File: src/rtl/gpio4_pkg.sv
package gpio4_pkg;

  typedef enum logic [1:0] {
    MODE_IN_FALL = 2'b00,
    MODE_IN_BOTH = 2'b01,
    MODE_OUT     = 2'b10,
    MODE_IN_RISE = 2'b11
  } pin_mode_e;

  localparam int REG_MODE = 0;
  localparam int REG_PULL = 1;
  localparam int REG_DATA = 2;
  localparam int REG_PEND = 3;

  function automatic logic mode_is_output(input logic [1:0] m);
    return m == MODE_OUT;
  endfunction

  function automatic logic edge_hit(input logic [1:0] m, input logic prev, input logic cur);
    logic rise;
    logic fall;
    rise = cur & ~prev;
    fall = prev & ~cur;
    case (m)
      MODE_IN_FALL: return fall;
      MODE_IN_BOTH: return rise | fall;
      MODE_IN_RISE: return rise;
      default:      return 1'b0;
    endcase
  endfunction

endpackage

File: src/rtl/gpio4_regs.sv
module gpio4_regs #(
  parameter int NPINS = 4,
  parameter int DW    = 8,
  parameter int AW    = 2
) (
  input  logic               clk,
  input  logic               rst_n,
  input  logic [AW-1:0]      bus_addr,
  input  logic [DW-1:0]      bus_wdata,
  input  logic               bus_we,
  output logic [2*NPINS-1:0] mode_q,
  output logic [NPINS-1:0]   pull_q,
  output logic [NPINS-1:0]   data_q,
  output logic [NPINS-1:0]   clr_mask
);
  import gpio4_pkg::*;

  localparam int MW = 2 * NPINS;

  logic wr_mode, wr_pull, wr_data, wr_pend;

  assign wr_mode = bus_we && (bus_addr == AW'(REG_MODE));
  assign wr_pull = bus_we && (bus_addr == AW'(REG_PULL));
  assign wr_data = bus_we && (bus_addr == AW'(REG_DATA));
  assign wr_pend = bus_we && (bus_addr == AW'(REG_PEND));

  assign clr_mask = wr_pend ? bus_wdata[NPINS-1:0] : '0;

  always_ff @(posedge clk or negedge rst_n) begin
    if (!rst_n) begin
      mode_q <= '0;
      pull_q <= '0;
      data_q <= '0;
    end else begin
      if (wr_mode) mode_q <= bus_wdata[MW-1:0];
      if (wr_pull) pull_q <= bus_wdata[NPINS-1:0];
      if (wr_data) data_q <= bus_wdata[NPINS-1:0];
    end
  end

endmodule

File: src/rtl/gpio4_sync.sv
module gpio4_sync #(
  parameter int NPINS  = 4,
  parameter int STAGES = 2
) (
  input  logic             clk,
  input  logic             rst_n,
  input  logic [NPINS-1:0] pad_in,
  output logic [NPINS-1:0] level
);

  for (genvar i = 0; i < NPINS; i++) begin : g_pin
    logic [STAGES-1:0] sr;
    always_ff @(posedge clk or negedge rst_n) begin
      if (!rst_n) sr <= '0;
      else        sr <= {sr[STAGES-2:0], pad_in[i]};
    end
    assign level[i] = sr[STAGES-1];
  end

endmodule

File: src/rtl/gpio4_edge.sv
module gpio4_edge #(
  parameter int NPINS = 4
) (
  input  logic               clk,
  input  logic               rst_n,
  input  logic [2*NPINS-1:0] mode,
  input  logic [NPINS-1:0]   level,
  input  logic [NPINS-1:0]   clr_mask,
  output logic [NPINS-1:0]   hit,
  output logic [NPINS-1:0]   pend
);
  import gpio4_pkg::*;

  for (genvar i = 0; i < NPINS; i++) begin : g_pin
    logic prev;
    logic [1:0] m;
    assign m      = mode[2*i +: 2];
    assign hit[i] = edge_hit(m, prev, level[i]);

    always_ff @(posedge clk or negedge rst_n) begin
      if (!rst_n) begin
        prev    <= 1'b0;
        pend[i] <= 1'b0;
      end else begin
        prev    <= level[i];
        pend[i] <= (pend[i] & ~clr_mask[i]) | hit[i];
      end
    end
  end

endmodule

File: src/rtl/gpio4_irq_sel.sv
module gpio4_irq_sel #(
  parameter int NPINS = 4,
  localparam int VW   = (NPINS > 1) ? $clog2(NPINS) : 1
) (
  input  logic [NPINS-1:0] pend,
  output logic             irq,
  output logic [VW-1:0]    irq_vec
);

  function automatic logic [VW-1:0] lowest_set(input logic [NPINS-1:0] v);
    logic [VW-1:0] idx;
    idx = '0;
    for (int k = NPINS - 1; k >= 0; k--) begin
      if (v[k]) idx = VW'(k);
    end
    return idx;
  endfunction

  assign irq     = |pend;
  assign irq_vec = lowest_set(pend);

endmodule

File: src/rtl/gpio4_port.sv
module gpio4_port #(
  parameter int NPINS  = 4,
  parameter int DW     = 8,
  parameter int AW     = 2,
  parameter int STAGES = 2,
  localparam int VW    = (NPINS > 1) ? $clog2(NPINS) : 1
) (
  input  logic             clk,
  input  logic             rst_n,
  input  logic [AW-1:0]    bus_addr,
  input  logic [DW-1:0]    bus_wdata,
  input  logic             bus_we,
  output logic [DW-1:0]    bus_rdata,
  input  logic [NPINS-1:0] pad_in,
  output logic [NPINS-1:0] pad_out,
  output logic [NPINS-1:0] pad_oe,
  output logic [NPINS-1:0] pad_pu,
  output logic             irq,
  output logic [VW-1:0]    irq_vec
);
  import gpio4_pkg::*;

  logic [2*NPINS-1:0] mode_q;
  logic [NPINS-1:0]   pull_q, data_q, clr_mask, level, hit, pend;

  gpio4_regs #(.NPINS(NPINS), .DW(DW), .AW(AW)) u_regs (
    .clk(clk), .rst_n(rst_n), .bus_addr(bus_addr), .bus_wdata(bus_wdata),
    .bus_we(bus_we), .mode_q(mode_q), .pull_q(pull_q), .data_q(data_q),
    .clr_mask(clr_mask)
  );

  gpio4_sync #(.NPINS(NPINS), .STAGES(STAGES)) u_sync (
    .clk(clk), .rst_n(rst_n), .pad_in(pad_in), .level(level)
  );

  gpio4_edge #(.NPINS(NPINS)) u_edge (
    .clk(clk), .rst_n(rst_n), .mode(mode_q), .level(level),
    .clr_mask(clr_mask), .hit(hit), .pend(pend)
  );

  gpio4_irq_sel #(.NPINS(NPINS)) u_sel (
    .pend(pend), .irq(irq), .irq_vec(irq_vec)
  );

  for (genvar i = 0; i < NPINS; i++) begin : g_pad
    logic is_out;
    assign is_out     = mode_is_output(mode_q[2*i +: 2]);
    assign pad_oe[i]  = is_out;
    assign pad_out[i] = is_out & data_q[i];
    assign pad_pu[i]  = ~is_out & pull_q[i];
  end

  always_comb begin
    case (bus_addr)
      AW'(REG_MODE): bus_rdata = DW'(mode_q);
      AW'(REG_PULL): bus_rdata = DW'(pull_q);
      AW'(REG_DATA): bus_rdata = DW'({level, data_q});
      AW'(REG_PEND): bus_rdata = DW'(pend);
      default:       bus_rdata = '0;
    endcase
  end

endmodule

File: config.mk
export PLATFORM = sky130hd
export DESIGN_NAME = gpio4_port
export DESIGN_NICKNAME = d
export VERILOG_FILES = /design/src/rtl/gpio4_pkg.sv /design/src/rtl/gpio4_regs.sv /design/src/rtl/gpio4_sync.sv /design/src/rtl/gpio4_edge.sv /design/src/rtl/gpio4_irq_sel.sv /design/src/rtl/gpio4_port.sv
export SDC_FILE = /design/constraint.sdc
export NUM_CORES = 1
export LEC_CHECK = 0
export ABC_AREA = 1
export BUFFER_PORTS_ARGS = -buffer_cell sky130_fd_sc_hd__buf_4
export CORE_ASPECT_RATIO = 1.4
export CORE_MARGIN = 1
export CORE_UTILIZATION = 45
export DETAILED_ROUTE_END_ITERATION = 10
export PLACE_DENSITY = 0.78
export SKIP_CTS_REPAIR_TIMING = 1
export SLEW_MARGIN = 30
export SYNTH_ARGS = -nofsm -noshare
export SYNTH_HDL_FRONTEND = slang
export SYNTH_HIERARCHICAL = 1
export SYNTH_SLANG_ARGS = --single-unit
File: constraint.sdc
create_clock -name clk -period 1.1 [get_ports clk]
set_input_delay 0.165 -clock clk [delete_from_list [all_inputs] [get_ports clk]]
set_output_delay 0.165 -clock clk [all_outputs]
set_load 0.005 [all_outputs]
==> After elaboration in Yosys (flattened, before gate mapping) <==
Cells that the tools add are included.
{ "totals": {"reg_bits": 32, "latchBits": 0, "ramBits": 0, "rom_bits": 0, "elab_cells": 94, "n_memories": 0} }
{ "op_classes": {"add_sub_neg": 0, "mul": 0, "div": 0, "n_lt_le_gt_ge": 0, "eq_ne": 15, "shift": 0, "muxes": 10, "n_bitwise": 44, "reduce_logical": 10} }
{ "op_table": {"columns": ["cell", "count"], "rows": [
  ["one-hot mux 8 bit (4 select lines)", 1],
  ["AND 1 bit", 20],
  ["== test 2 bit, second input constant", 10],
  ["NOT 1 bit", 16],
  ["one-hot mux 1 bit (3 select lines)", 4],
  ["== test 2 x 1 -> 1 bit, second input constant", 5],
  ["logical NOT 2 bit", 5],
  ["2-to-1 mux 2 bit", 4],
  ["OR 1 bit", 8],
  ["logical AND 1 bit", 4],
  ["2-to-1 mux 4 bit", 1],
  ["OR reduction 4 bit", 1]
]} }

==> Depth between registers and ports, before layout <==
Gate-level depths: netlist (run 1).
{ "logic_depth": {"word_depth": 6, "depth_mapped": 6} }

==> Hierarchy <==
The synthesis (run 1) kept the hierarchy.
{ "modules_own_cells": {"columns": ["mod", "instances", "cells_per_inst", "area_per_inst_um2", "seq_area_each_um2"], "rows": [
  ["gpio4_regs", 1, 83, 732.0, 400.4],
  ["gpio4_edge", 1, 68, 525.5, 200.2],
  ["gpio4_port", 1, 60, 315.3, 0.0],
  ["gpio4_sync", 1, 12, 230.2, 200.2],
  ["gpio4_irq_sel", 1, 9, 46.3, 0.0]
]} }

==> Worst setup path after synthesis (run 1) <==
OpenSTA, ideal clock, no wires.
{ "synth_path": {"path_type": "flip-flop to flip-flop", "startpoint": "register u_sync.g_pin[1].sr[1]", "endpoint": "register u_edge.pend[1]", "setup_time_ps": 68, "t_arrival_ps": 932, "required_ps": 1032, "path_slack_ps": 100, "path_stages_with_launch": 7, "synth_period_minus_slack_ps": 1000, "cell_sequence": "dfrtp_1 buf_4 inv_1 ha_1 nand2_1 nand3_2 nand3_1"} }
{ "synth_via": {"elab_chain_cells": 5} }
{ "synth_rtl": {"columns": ["element", "line", "rtl"], "rows": [
  ["start: declaration", "gpio4_sync.sv:12", "logic [STAGES-1:0] sr;"],
  ["start signal: assignment", "gpio4_sync.sv:15", "else sr <= {sr[STAGES-2:0], pad_in[i]};"],
  ["NOT 1 bit", "gpio4_pkg.sv:23", "fall = prev & ~cur;"],
  ["AND 1 bit", "gpio4_pkg.sv:23", null],
  ["OR 1 bit", "gpio4_pkg.sv:26", "MODE_IN_BOTH: return rise | fall;"],
  ["one-hot mux 1 bit (3 select lines) *", "gpio4_pkg.sv:24", "case (m)"],
  ["OR 1 bit *", "gpio4_edge.sv:26", "pend[i] <= (pend[i] & ~clr_mask[i]) | hit[i];"],
  ["end signal: indexed assignment", "gpio4_edge.sv:26", null],
  ["end: declaration", "gpio4_edge.sv:10", "output logic [NPINS-1:0] pend"]
]} }
Every way passes the cells marked *; elsewhere a longest branch is shown, timed or not.
A chain may end at the register's enable or synchronous reset.

==> Worst setup path after layout (run 1) <==
{ "layout_path": {"startpoint": "register u_regs.mode_q[4]", "endpoint": "output port pad_out[2]"} }
{ "layout_via": {"elab_chain_cells": 2} }
{ "layout_rtl": {"columns": ["element", "line", "rtl"], "rows": [
  ["start: declaration", "gpio4_regs.sv:11", "output logic [2*NPINS-1:0] mode_q,"],
  ["start signal: assignment", "gpio4_regs.sv:35", "if (wr_mode) mode_q <= bus_wdata[MW-1:0];"],
  ["== test 2 bit", "gpio4_pkg.sv:16", "return m == MODE_OUT;"],
  ["AND 1 bit", "gpio4_port.sv:49", "assign pad_out[i] = is_out & data_q[i];"],
  ["end: declaration", "gpio4_port.sv:15", "output logic [NPINS-1:0] pad_out,"]
]} }
Every way passes these cells.

==> results of run 1 <==
worst max-delay path, delay by kind of cell, from the launching register on:
kind          cells  cell delay, ps
simple gates      1             170
buf+inv           2             170
flops             1             450
area by class of cell:
class,count,area (µm²),area share
clock buffers,7,96.3,0.0381
inverters,43,161,0.0639
multi-input cells,139,883,0.350
flip-flops and latches,32,810,0.320
well taps,43,53.8,0.0213
repair buffers,64,523,0.207
power by group through the flow:
| stage | logic [mW] | registers [mW] | clock network (mW) |
|---|---|---|---|
| final | 0.963 | 1.49 | 0.967 |
| after global routing | 1.07 | 1.51 | 1.04 |
| after CTS | 0.745 | 1.48 | 0.981 |
| after detailed placement | 0.737 | 1.50 | 0 |
| after global placement | 0.722 | 1.49 | 0 |
| after floorplan | 0.462 | 1.45 | 0 |
registers in the layout, indices dropped and copies added, names as in the netlist:
| name | cells |
|---|---|
| u_edge/pend | 4 |
| u_regs/mode_q | 8 |
| u_edge/g_pin.prev | 4 |
| u_regs/data_q | 4 |
| u_sync/g_pin.sr | 8 |
| u_regs/pull_q | 4 |
placed cells by master (no fill, tap or decap), drive strengths merged:
cell and count:
a21oi 2, and3 2, buf 59, clkbuf 7, dfrtp 32, dlygate4sd3 5
ha 8, inv 43, nand2 55, nand3 35, nand4 13, nor2 18
nor3b 2, o21ai 4
worst max path at each step:
stage	slack, ps	depth (start not counted)	end
floorplan	110	6	u_edge/pend[1]
global placement	-10	5	bus_rdata[5]
detailed placement	10	5	bus_rdata[7]
CTS	-210	3	pad_out[1]
global route	-200	4	irq_vec[0]
finish	-140	3	pad_out[2]
routing by layer:
metal  vias to the layer above  wire, µm
met5                         -         0
met4                         0        82
met3                         7       280
met2                        64      2290
met1                       801      1750
li1                        823         -
==> metrics.yaml, run 1 <==
sta:
  final.setup.worst_slack_ps: -140
  fmax_ghz: 0.807
  final-hold-violation-count: 0
  post-route-min-period_ps: 1240
  slew_headroom: 0.736
  setup_tns_ps: -2170
  worst_pin_slew_ps: 395
  drv_slew: 0
  period_share: 1.13
  finClkSkew_ps: 3.86
  final-setup-viol-count: 23
  rsz0062_at_grt: "true"
  hold_ws_ps: 103
route:
  drc_errors: 0
  vias: 1695
  drtAntennaViolNets: 0
  first_pass_iters: 4
  routedWlPerCell_um: 13.4
  drt_first_iter_violations: 53
  finalWirelength_mm: 4.40
  viasPerCell: 5.17
floorplanning:
  die_h_um: 77.5
  chipWidth_um: 56.0
  core_area_mm2: 0.00392
  row_count: 27
  start_util: 0.468
  die-area_mm2: 0.00434
  io_pins: 40
clocking:
  insertion_delay_ps: 290
  clock-sinks: 32
  cts-root-to-sink-buffers: 2
  root_buffer: "clkbuf_8"
  cts_inserted_buffers: 5
  htree_num_levels: 2
  cts.clk_slew.worst_paths_ps: 60
  cts_tree: "built"
setup_path:
  cp-end-kind: "output port"
  cp-start-kind: "flop"
  cp.required_ps: 940
  crit_arrival_ps: 1070
  r2r-end: "u_edge/pend[1]"
  critPathMaxFanout: 5
  path_cells: "inv_2, and3_4, buf_6"
  cpPeakStageDelay_ps: 450
  crit_type: "reg -> out"
  setup.worst_path.start: "u_regs/mode_q[4]"
  reg2reg_depth: 6
  regToRegSetupSlack_ps: 30
  timing.rr.start: "u_sync/g_pin[1].sr[1]"
  slowest_stage: "dfrtp_2"
power:
  sequentialPowerShare: 0.436
  cellInternalPower_mw: 2.37
  p_comb_frac: 0.281
  leakagePower_nw: 1.31
  clkPwrFrac: 0.282
  ir_drop_mv: 0.995
  p_sw_mw: 1.05
  powerDensity_mw_per_mm2: 1360
  p_total_mw: 3.42
  switching_share: 0.307
grt:
  grt_util_met3: 0.0483
  gr-usage-all-layers: 0.217
  grt_pass1_vias: 1547
  met2_usage: 0.368
  grt_pass1_wl_mm: 7.13
  grtUsageMet1: 0.260
  antenna_found_initial: 0
  grt-busiest-layer: "met2"
  grt_max_degree: 33
  grt-ovfl-total: 0
placed_design:
  io_buffers: 39
  pre_cts_ws_ps: 11.0
  dp_cells: 305
  dp.final_hpwl_mm: 3.06
  dpl-instance-area_mm2: 0.00213
  gp_congestion: 0.948
worst_hold_path:
  min_from: "bus_wdata[5]"
  hold_depth: 3
  min_to: "u_regs/mode_q[5]"
  min_path_type: "in -> reg"
logic_synthesis:
  synthesis.nets: 253
  ys_warn_count: 6
  syn_area_per_cell_um2: 8.04
  syn_inst: 228
  syn_area_mm2: 0.00183
finish:
  postLayoutCellArea_mm2: 0.00253
  layout.cells.non_filler: 328
  nets: 310
  post-route-util: 0.645
  fill_cells: 349
  n_antenna_cell: 0
  layout-drive-gt1-share: 0.439
  area_delta_synth_final_pct: 37.8
run_status:
  failed_checks: "setup timing"
  status: "finished, violations left"
job:
  drv_cap: 0
Note: power is estimated with default switching activity, not from simulation.
==> inputs of run 2 (changes only) <==
--- a/config.mk
+++ b/config.mk
@@ -9,9 +9,10 @@
 export BUFFER_PORTS_ARGS = -buffer_cell sky130_fd_sc_hd__buf_4
 export CORE_ASPECT_RATIO = 1.4
 export CORE_MARGIN = 1
-export CORE_UTILIZATION = 45
+export CORE_UTILIZATION = 49
 export DETAILED_ROUTE_END_ITERATION = 10
-export PLACE_DENSITY = 0.78
+export MAX_ROUTING_LAYER = met4
+export PLACE_DENSITY = 0.83
 export SKIP_CTS_REPAIR_TIMING = 1
 export SLEW_MARGIN = 30
 export SYNTH_ARGS = -nofsm -noshare
==> metrics.yaml, run 2 (same netlist as run 1, synthesis figures left out) <==
run_status:
  status: "finished, violations left"
  failed_checks: "setup timing"
clocking:
  htree_num_levels: 2  # unchanged
  cts.clk_slew.worst_paths_ps: 60  # about the same
  clock-sinks: 32  # unchanged
  root_buffer: "clkbuf_8"
  cts-root-to-sink-buffers: 2  # unchanged
  cts_tree: "built"
  insertion_delay_ps: 290  # about the same
  cts_inserted_buffers: 5  # unchanged
route:
  routedWlPerCell_um: 13.5  # +0.39%
  first_pass_iters: 4  # unchanged
  drc_errors: 0  # unchanged
  drtAntennaViolNets: 0  # unchanged
  finalWirelength_mm: 4.45  # +1.0%
  vias: 1673  # -1.3%
  drt_first_iter_violations: 45  # -15%
  viasPerCell: 5.07  # -1.9%
power:
  ir_drop_mv: 1.50  # +51%
  clkPwrFrac: 0.272  # -0.010
  p_total_mw: 3.38  # -1.4%
  p_comb_frac: 0.289  # +0.008
  sequentialPowerShare: 0.439  # +0.003
  leakagePower_nw: 1.32  # +0.78%
  cellInternalPower_mw: 2.34  # -1.6%
  p_sw_mw: 1.04  # -0.85%
  switching_share: 0.308  # +0.00160
  powerDensity_mw_per_mm2: 1360  # +0.22%
placed_design:
  dpl-instance-area_mm2: 0.00212  # -0.53%
  io_buffers: 39  # unchanged
  dp_cells: 301  # -1.3%
  dp.final_hpwl_mm: 3.18  # +3.9%
  gp_congestion: 0.908  # -4.2%
sta:
  slew_headroom: 0.731  # -0.00503
  rsz0062_at_grt: "true"
  worst_pin_slew_ps: 403  # +7.54 ps
  post-route-min-period_ps: 1240  # +4.50 ps
  hold_ws_ps: 104  # +1.77 ps
  setup_tns_ps: -1990  # +175 ps
  period_share: 1.13  # +0.00409
  final-hold-violation-count: 0  # unchanged
  drv_slew: 0  # unchanged
  final.setup.worst_slack_ps: -144  # -4.50 ps
  finClkSkew_ps: 8.33  # +4.46 ps
  final-setup-viol-count: 23  # unchanged
  fmax_ghz: 0.804  # -0.36%
finish:
  layout.cells.non_filler: 330  # +0.61%
  area_delta_synth_final_pct: 35.6
  nets: 314  # +1.3%
  layout_commonest_cell: "buf_4"
  reg_top3: "u_regs/mode_q x8, u_sync/g_pin.sr x8"
  postLayoutCellArea_mm2: 0.00249  # -1.6%
  mostFrequentLayoutCells: "buf_4 (58), nand2_1 (50), inv_1 (29)"
  layout-drive-gt1-share: 0.410  # -0.0283
  n_antenna_cell: 0  # unchanged
grt:
  grt-ovfl-total: 0  # unchanged
  grt_pass1_vias: 1494  # -3.4%
  antenna_found_initial: 0  # unchanged
  grt_max_degree: 33  # unchanged
  gr-usage-all-layers: 0.254  # +0.0365
  grt_pass1_wl_mm: 6.80  # -4.5%
setup_path:
  cp.required_ps: 940  # about the same
  slowest_stage: "dfrtp_2"
  crit_type: "reg -> out"
  path_cells: "inv_2, nor2_2, nor2_1, buf_4"
  crit_buf_inv: 2  # unchanged
  path_delay_family: "flip-flops"
  cp-end-kind: "output port"
  cp-start-kind: "flop"
  cpPeakStageDelay_ps: 450  # about the same
  crit_arrival_ps: 1080  # about the same
  critPathMaxFanout: 5  # unchanged
floorplanning:
  row_count: 25  # -7.4%
  chipWidth_um: 53.7  # -4.0%
  die-area_mm2: 0.00400  # -7.9%
  die_h_um: 74.4  # -4.1%
  start_util: 0.528  # +0.0602
  io_pins: 40  # unchanged
  core_area_mm2: 0.00347  # -11%
worst_hold_path:
  min_path_type: "in -> reg"
job:
  drv_cap: 0  # unchanged
[run 2: layout make-up]
type / count / area (µm²)
Clock buffer: 8 / 90.1
Fill cell: 282 / 985
Inverter: 43 / 161
Multi-Input combinational cell: 139 / 836
Sequential cell: 32 / 808
Tap cell: 40 / 50.0
Timing Repair Buffer: 68 / 542
[run 2: path summary, 6_finish.rpt]
kind	startpoint	endpoint	slack [ps]	cells past startpoint
setup / recovery	u_regs/mode_q[3]	pad_pu[1]	-140	4
hold reg to reg	u_sync/g_pin[0].sr[0]	u_sync/g_pin[0].sr[1]	340	0
hold / removal	bus_wdata[5]	u_regs/mode_q[5]	100	3
setup reg to reg	u_sync/g_pin[3].sr[1]	u_edge/pend[3]	20	6
max in group asynchronous	rst_n	u_regs/mode_q[6]	430	2
min in group asynchronous	rst_n	u_sync/g_pin[0].sr[1]	350	2
[run 2: power groups by stage]
stage,registers [mW],clock network (mW),logic (mW)
2_1_floorplan,1.45,0,0.462
3_3_place_gp,1.50,0,0.716
3_5_place_dp,1.50,0,0.744
4_1_cts,1.48,0.947,0.748
5_1_grt,1.50,0.989,1.09
6_report,1.48,0.918,0.977
[run 2: worst register-to-register path, delay by kind of cell, from the launching register on]
family                   cells  cell delay, ps
buffers and inverters        2             200
AND/OR/NAND/NOR              3             190
flip-flops                   1             390
adder cells (fa/ha/maj)      1             190
[run 2: metrics by stage]
| stage | util | setup slack (ps) |
|---|---|---|
| 6_report | 0.716 | -144 |
| 4_1_cts | 0.636 | -253 |
| 3_5_place_dp | 0.610 | 8.87 |
| 3_3_place_gp | 0.610 | 26.2 |
| 5_1_grt | 0.716 | -188 |
| 2_1_floorplan | - | 115 |
[run 2: routing by layer]
| metal | routed length (µm) | track usage | vias to the layer above |
|---|---|---|---|
| met3 | 201 | 0.0573 | 7 |
| met4 | 82 | 0.146 | 0 |
| met1 | 1800 | 0.288 | 793 |
| met5 | 0 | - | - |
| met2 | 2370 | 0.401 | 45 |
| li1 | - | - | 828 |
